==> src/rtl/mlinv_pkg.sv <==
package mlinv_pkg;

    localparam int NPHASE = 3;
    localparam int NGATE  = 3 * NPHASE + 2;
    localparam int BIT_X  = 3 * NPHASE;
    localparam int BIT_Y  = 3 * NPHASE + 1;

    typedef logic [1:0] lvl_t;

    // One triplet: phase A in the low bits
    typedef struct packed {
        lvl_t c;
        lvl_t b;
        lvl_t a;
    } trip_t;

    typedef logic [NGATE-1:0] gates_t;

    // Per-leg pattern {aux, lower, upper}
    function automatic logic [2:0] leg_pattern(lvl_t s);
        case (s)
            2'd0:    return 3'b010;
            2'd3:    return 3'b001;
            default: return 3'b100;
        endcase
    endfunction

    // Level 1 needs Y and level 2 needs X; both together short the rail
    function automatic logic trip_legal(trip_t t);
        logic need_y;
        logic need_x;
        need_y = (t.a == 2'd1) || (t.b == 2'd1) || (t.c == 2'd1);
        need_x = (t.a == 2'd2) || (t.b == 2'd2) || (t.c == 2'd2);
        return !(need_y && need_x);
    endfunction

endpackage

==> src/rtl/mlinv_vec_seq.sv <==
module mlinv_vec_seq
    import mlinv_pkg::*;
#(
    parameter int NVEC = 3,
    parameter int DW   = 16,
    localparam int CW  = $clog2(NVEC + 1),
    localparam int IW  = (NVEC > 1) ? $clog2(NVEC) : 1
) (
    input  logic                 clk,
    input  logic                 rst,
    input  logic                 period_start,
    input  logic [NVEC*6-1:0]    vec_state,
    input  logic [NVEC*DW-1:0]   vec_dwell,
    input  logic [CW-1:0]        vec_count,
    output trip_t                cur_trip,
    output logic                 cur_valid
);

    trip_t           st_q [NVEC];
    logic [DW-1:0]   dw_q [NVEC];
    logic [CW-1:0]   cnt_q;
    logic [IW-1:0]   idx_q;
    logic [DW-1:0]   tick_q;
    logic            act_q;

    logic            dwell_done;
    logic            has_next;

    assign dwell_done = ({1'b0, tick_q} + (DW+1)'(1)) >= {1'b0, dw_q[idx_q]};
    assign has_next   = (int'(idx_q) + 1 < int'(cnt_q)) && (int'(idx_q) + 1 < NVEC);

    always_ff @(posedge clk) begin
        if (rst) begin
            for (int i = 0; i < NVEC; i++) begin
                st_q[i] <= '0;
                dw_q[i] <= '0;
            end
            cnt_q  <= '0;
            idx_q  <= '0;
            tick_q <= '0;
            act_q  <= 1'b0;
        end else if (period_start) begin
            for (int i = 0; i < NVEC; i++) begin
                st_q[i] <= trip_t'(vec_state[6*i +: 6]);
                dw_q[i] <= vec_dwell[DW*i +: DW];
            end
            cnt_q  <= vec_count;
            idx_q  <= '0;
            tick_q <= '0;
            act_q  <= (vec_count != '0);
        end else if (act_q && has_next) begin
            if (dwell_done) begin
                idx_q  <= idx_q + IW'(1);
                tick_q <= '0;
            end else begin
                tick_q <= tick_q + DW'(1);
            end
        end
    end

    assign cur_trip  = st_q[idx_q];
    assign cur_valid = act_q;

endmodule

==> src/rtl/mlinv_gate_map.sv <==
module mlinv_gate_map
    import mlinv_pkg::*;
(
    input  trip_t   trip,
    input  logic    valid,
    output gates_t  target,
    output logic    illegal
);

    logic [2*NPHASE-1:0] lv;
    logic [NPHASE-1:0]   at_one;
    logic [NPHASE-1:0]   at_two;

    assign lv = trip;

    generate
        for (genvar p = 0; p < NPHASE; p++) begin : g_leg
            assign target[3*p +: 3] = valid ? leg_pattern(lv[2*p +: 2]) : 3'b000;
            assign at_one[p] = (lv[2*p +: 2] == 2'd1);
            assign at_two[p] = (lv[2*p +: 2] == 2'd2);
        end
    endgenerate

    assign target[BIT_X] = valid && (|at_two);
    assign target[BIT_Y] = valid && (|at_one);
    assign illegal       = valid && !trip_legal(trip);

endmodule

==> src/rtl/mlinv_deadband.sv <==
module mlinv_deadband
    import mlinv_pkg::*;
#(
    parameter int DBW = 8
) (
    input  logic            clk,
    input  logic            rst,
    input  gates_t          target,
    input  logic            illegal,
    input  logic [DBW-1:0]  dead_cnt,
    output gates_t          gate,
    output logic            fault
);

    gates_t          gate_q;
    logic            fault_q;
    logic [DBW-1:0]  dbc_q;
    gates_t          falling;
    gates_t          rising;

    assign falling = gate_q & ~target;
    assign rising  = target & ~gate_q;

    always_ff @(posedge clk) begin
        if (rst) begin
            gate_q  <= '0;
            fault_q <= 1'b0;
            dbc_q   <= '0;
        end else if (fault_q || illegal) begin
            gate_q  <= '0;
            fault_q <= 1'b1;
            dbc_q   <= '0;
        end else if (dbc_q != '0) begin
            gate_q  <= gate_q & target;
            dbc_q   <= dbc_q - DBW'(1);
        end else if ((|falling) && (|rising) && (dead_cnt != '0)) begin
            gate_q  <= gate_q & target;
            dbc_q   <= dead_cnt - DBW'(1);
        end else begin
            gate_q  <= target;
        end
    end

    assign gate  = gate_q;
    assign fault = fault_q;

endmodule

==> src/rtl/mlinv_gate_seq.sv <==
module mlinv_gate_seq
    import mlinv_pkg::*;
#(
    parameter int NVEC = 3,
    parameter int DW   = 16,
    parameter int DBW  = 8,
    localparam int CW  = $clog2(NVEC + 1)
) (
    input  logic                 clk,
    input  logic                 rst,
    input  logic                 period_start,
    input  logic [NVEC*6-1:0]    vec_state,
    input  logic [NVEC*DW-1:0]   vec_dwell,
    input  logic [CW-1:0]        vec_count,
    input  logic [DBW-1:0]       dead_cnt,
    output logic [NGATE-1:0]     gate,
    output logic                 fault
);

    trip_t   cur_trip;
    logic    cur_valid;
    gates_t  target;
    logic    illegal;

    mlinv_vec_seq #(.NVEC(NVEC), .DW(DW)) i_seq (
        .clk          (clk),
        .rst          (rst),
        .period_start (period_start),
        .vec_state    (vec_state),
        .vec_dwell    (vec_dwell),
        .vec_count    (vec_count),
        .cur_trip     (cur_trip),
        .cur_valid    (cur_valid)
    );

    mlinv_gate_map i_map (
        .trip    (cur_trip),
        .valid   (cur_valid),
        .target  (target),
        .illegal (illegal)
    );

    mlinv_deadband #(.DBW(DBW)) i_db (
        .clk      (clk),
        .rst      (rst),
        .target   (target),
        .illegal  (illegal),
        .dead_cnt (dead_cnt),
        .gate     (gate),
        .fault    (fault)
    );

endmodule

==> config.mk <==
export PLATFORM = sky130hd
export DESIGN_NAME = mlinv_gate_seq
export DESIGN_NICKNAME = d
export VERILOG_FILES = /design/src/rtl/mlinv_pkg.sv /design/src/rtl/mlinv_vec_seq.sv /design/src/rtl/mlinv_gate_map.sv /design/src/rtl/mlinv_deadband.sv /design/src/rtl/mlinv_gate_seq.sv
export SDC_FILE = /design/constraint.sdc
export NUM_CORES = 1
export LEC_CHECK = 0
export BUFFER_PORTS_ARGS = -buffer_cell sky130_fd_sc_hd__buf_2
export CELL_PAD_IN_SITES_DETAIL_PLACEMENT = 1
export CELL_PAD_IN_SITES_GLOBAL_PLACEMENT = 1
export CORE_UTILIZATION = 44
export DETAILED_ROUTE_END_ITERATION = 16
export GPL_TIMING_DRIVEN = 0
export PLACE_DENSITY_LB_ADDON = 0.3
export SLEW_MARGIN = 40
export SYNTH_ARGS = -nofsm -noshare
export SYNTH_HDL_FRONTEND = slang
export SYNTH_SLANG_ARGS = --single-unit
==> constraint.sdc <==
create_clock -name clk -period 3.4 [get_ports clk]
set_input_delay 0 -clock clk [delete_from_list [all_inputs] [get_ports clk]]
set_output_delay 0 -clock clk [all_outputs]
set_load 0.03 [all_outputs]
==> summary.md <==
| Metric | Value |
|---|---|
| Syn nets | `663` |
| Leakage power | `3.22 nW` |
| Initial DRC Count | `325` |
| Initial antenna violation count | `0` |
| ANT cells | `0` |
| Final HPWL DP | `10700 µm` |
| Slew headroom | `a little over half` |
| Clock Skew | `0.0244 ns` |
| Number of H-tree levels | `3` |
| Share of power burned in registers | `~45%` |
| Flops & latches, synth | `109` |
| Gate Count Post-Synth | `550` |
| Fin. Hold Viols | `0` |
| # IOs | `91` |
| Total CTS buffers | `9` |
| Minimum clock period after layout | `3.25 ns` |
| FF-to-FF Start | `i_seq.tick_q[0]$_SDFFE_PP0P_` |
| Synth area leaders | `edfxtp_1 34%, dfxtp_1 15%, and2_1 7.3%` |
| Post-synth EDFFs | `66` |
| Die ar. | `0.0135 mm²` |
| DRT antenna net count | `0` |
| Sequential fraction of the synthesis area | `around half` |
| CTS tree | `done` |
| Critical path required time | `about 3.7 ns` |
| P_int | `2.42 mW` |
| Gate power share | `~22%` |
| Clk pwr share | `32.8%` |
| Warnings from Yosys | `0` |
| Place WS | `-0.338 ns` |
| Status | `complete, no violations` |
| GP Congestion | `0.847` |
| Worst-path clk slew | `approximately 0.07 ns` |
| R2r endpoint | `i_seq.tick_q[8]$_SDFFE_PP0P_` |
| Hold path depth | `3` |
| First-pass GRT wire length | `approximately 29000 µm` |
| Final setup fails | `0` |
| Switch share | `30.5%` |
| WL final | `19500 µm` |
| Die Wd | `116 µm` |
| Max Fclk | `0.307 GHz` |
| Setup crit start kind | `flip-flop` |
| Clock Path Buffers | `2` |
| Max FO, Critical Path | `10` |
| Overflow after GRT | `0` |
| Critical Path Slowest Stage Cell | `dfxtp_4` |
| Effective utilization at floorplan | `45.4%` |
| R2R setup slack | `0.15 ns` |
| Crit. End Element | `flip-flop` |
| Pin count of the biggest net entering global routing | `39` |
| IO Port Bufs | `89` |
| Hold Path End | `i_seq.cur_valid$_SDFFE_PP0P_` |
| Final nets | `~840` |
| # rows | `between 40 and 50` |
| Synthesized cell area | `0.00575 mm²` |
| DRC | `0` |
| Core Footprint | `0.0127 mm²` |
| Async SR Flop Fraction | `0%` |
| Clock sink total | `109` |
| Syn Area/Cell | `10.5 µm²` |
| Fill cell count | `roughly 1400` |
| Maxcap violations | `0` |
| Root Buffer | `clkbuf_16` |
| Vias in the first global route | `5413` |
| Via-to-Cell Ratio | `~5.5` |
| Placed inst area | `approximately 0.0064 mm²` |
| Multi-input logic area | `0.00287 mm²` |
| Worst hold start | `vec_count[1]` |
| Crit-path max cell delay | `0.39 ns` |
| Yosys cell types | `between 50 and 60` |
| Kind of critical path | `flip-flop to flip-flop` |
| Worst hold-check path type | `input port to flip-flop` |
| Total Routing Usage GR | `29.9%` |
| Via count of the routed design | `4950` |
| Share of the synthesized area in the top cell type | `34.4%` |
| Skew-Pair Late Insertion Delay | `0.38 ns` |
| Worst setup margin | `0.147 ns` |
| Slew Viols, Final | `0` |
| Share of post-route cells with drive strength above 1 | `22.2%` |
| Die height | `116 µm` |
| Layout area overhead | `33.2%` |
| Finished Cell Area | `0.00766 mm²` |
| FF+latch area | `approximately 0.0029 mm²` |
| Worst-margin pin slew | `0.695 ns` |
| Pwr dens | `455 mW/mm²` |
| Psw | `approximately 1.1 mW` |
| Worst EP arrival | `about 3.5 ns` |
| Prevailing post-synth register cell | `edfxtp_1` |
| DR pass1 iterations | `4` |
| TNS Setup | `0 ns` |
| Post-DR wirelength/cell | `roughly 22 µm` |
| Reg2Reg Depth | `13` |
| Largest vdd supply drop | `0.364 mV` |
| CP Cell Sequence | `ha_4, nand3_4, nor3_4, nand4_1, xnor2_2, ha_1, a21o_1, a21oi_2, nand3_1, or3_1, or2_1, buf_6, o31ai_2` |
| Cell taking the most area after synthesis | `edfxtp_1` |
| Final period util | `95.7%` |
-- Yosys cell counts, drive strengths merged, types with 2 or more instances --
master	n
a2111oi	3
dfxtp	43
nand3	15
xor2	8
o31ai	9
nor2	46
nor2b	7
a221oi	2
mux2i	24
and3	10
nor4	8
a211oi	2
a22oi	6
xnor2	10
nor3	7
o2111a	9
buf	6
edfxtp	66
nand4	6
or2	2
nand2	35
a21o	2
nor3b	3
o21a	6
o22ai	6
and2	67
ha	33
a21oi	37
o21ai	12
nand2b	8
clkbuf	20
inv	20
or4	2
-- metal layers --
| layer | GRT usage (%) | wire length [µm] | up-vias | part of all wire (%) |
|---|---|---|---|---|
| li1 | - | - | 2317 | - |
| met1 | 33.6 | 7630 | 2428 | 39 |
| met2 | 54.0 | 10300 | 155 | 53 |
| met3 | 5.35 | 721 | 50 | 3.7 |
| met4 | 15.9 | 815 | 0 | 4.2 |
| met5 | 0 | 0 | - | 0 |
-- state kept, by name, summed over array words and instances, names as in the netlist, named ones only --
signal,cells
i_db.fault,1
i_seq.idx_q,2
i_db.gate,11
i_seq.dw_q,48
i_seq.st_q,18
i_seq.cur_valid,1
i_db.dbc_q,8
i_seq.cnt_q,2
i_seq.tick_q,16
-- critical path: cells and delay by family, from the launching register on --
| family | cells | cell delay (ns) |
|---|---|---|
| compound gates | 3 | 0.59 |
| xor+xnor | 1 | 0.20 |
| fa+ha+maj | 2 | 0.49 |
| buf+inv | 1 | 0.16 |
| flops | 1 | 0.39 |
| simple gates | 6 | 1.33 |
-- how the worst max path moves through the flow --
stage / startpoint / endpoint / slack [ns] / depth (start not counted)
6_report: i_seq.tick_q[0]$_SDFFE_PP0P_ / i_seq.tick_q[8]$_SDFFE_PP0P_ / 0.15 / 13
5_1_grt: i_seq.tick_q[0]$_SDFFE_PP0P_ / i_seq.tick_q[8]$_SDFFE_PP0P_ / -0.02 / 13
4_1_cts: i_seq.tick_q[0]$_SDFFE_PP0P_ / i_seq.tick_q[8]$_SDFFE_PP0P_ / 0.01 / 14
3_5_place_dp: flip-flop / i_seq.tick_q[5]$_SDFFE_PP0P_ / -0.34 / 14
3_3_place_gp: period_start / i_seq.tick_q[3]$_SDFFE_PP0P_ / -0.56 / 6
2_1_floorplan: i_seq.tick_q[0]$_SDFFE_PP0P_ / i_seq.tick_q[4]$_SDFFE_PP0P_ / 0.31 / 13
-- power groups by stage --
stage	clock [mW]	combinational, mW	sequential, mW
finish	1.15	0.773	1.57
global route	1.20	0.847	1.58
CTS	1.13	0.742	1.56
detailed placement	0	0.668	1.59
global placement	0	0.623	1.58
floorplan	0	0.453	1.59
-- stage by stage --
step	hold slack (ns)	std cells	util (%)	total power, mW
6_report	0.0143	902	60.5	3.49
5_1_grt	0.00480	902	60.5	3.62
4_1_cts	0.00348	900	59.3	3.44
3_5_place_dp	0.281	812	50.8	2.26
3_3_place_gp	0.255	811	50.6	2.21
2_1_floorplan	0.0724	550	-	2.04
-- logic make-up after synthesis --
| group | synth area share (%) |
|---|---|
| simple gates | 20.2 |
| flops | 49.4 |
| compound gates | 12.7 |
| buf+inv | 3.24 |
| fa+ha+maj | 7.53 |
| mux | 4.18 |
| xor+xnor | 2.74 |
-- final cells by class --
type,instances,area share (%)
multi-input cells,395,37.5
flip-flops and latches,109,37.2
repair buffers,167,15.9
clock buffers,9,2.94
well taps,172,2.81
plain buffers,23,1.62
clock inverters,7,1.06
inverters,20,0.979
-- placed cells by master, fill, tap and decap left out, types with 8 or more instances in the layout --
cell           count
o31ai_2            8
ha_1              31
buf_2             91
and3_1             8
clkbuf_16          9
nand2_1           33
dfxtp_1           38
dlygate4sd3_1     71
nand3_1           10
nor2_1            45
inv_1             20
xor2_1             8
mux2i_1           24
edfxtp_1          66
and2_1            67
o2111a_1           9
clkbuf_1          11
a21oi_1           35
-- repair_timing --
action                                  4_1_cts  5_1_grt
hold buffers                                 71        0
endpoints found under the hold margin        72        0
buffers inserted                              2        4
gates resized for setup                      11       38
pin swaps                                     3        7
endpoints found under the setup margin       39       38
Note: power is estimated with default switching activity, not from simulation.
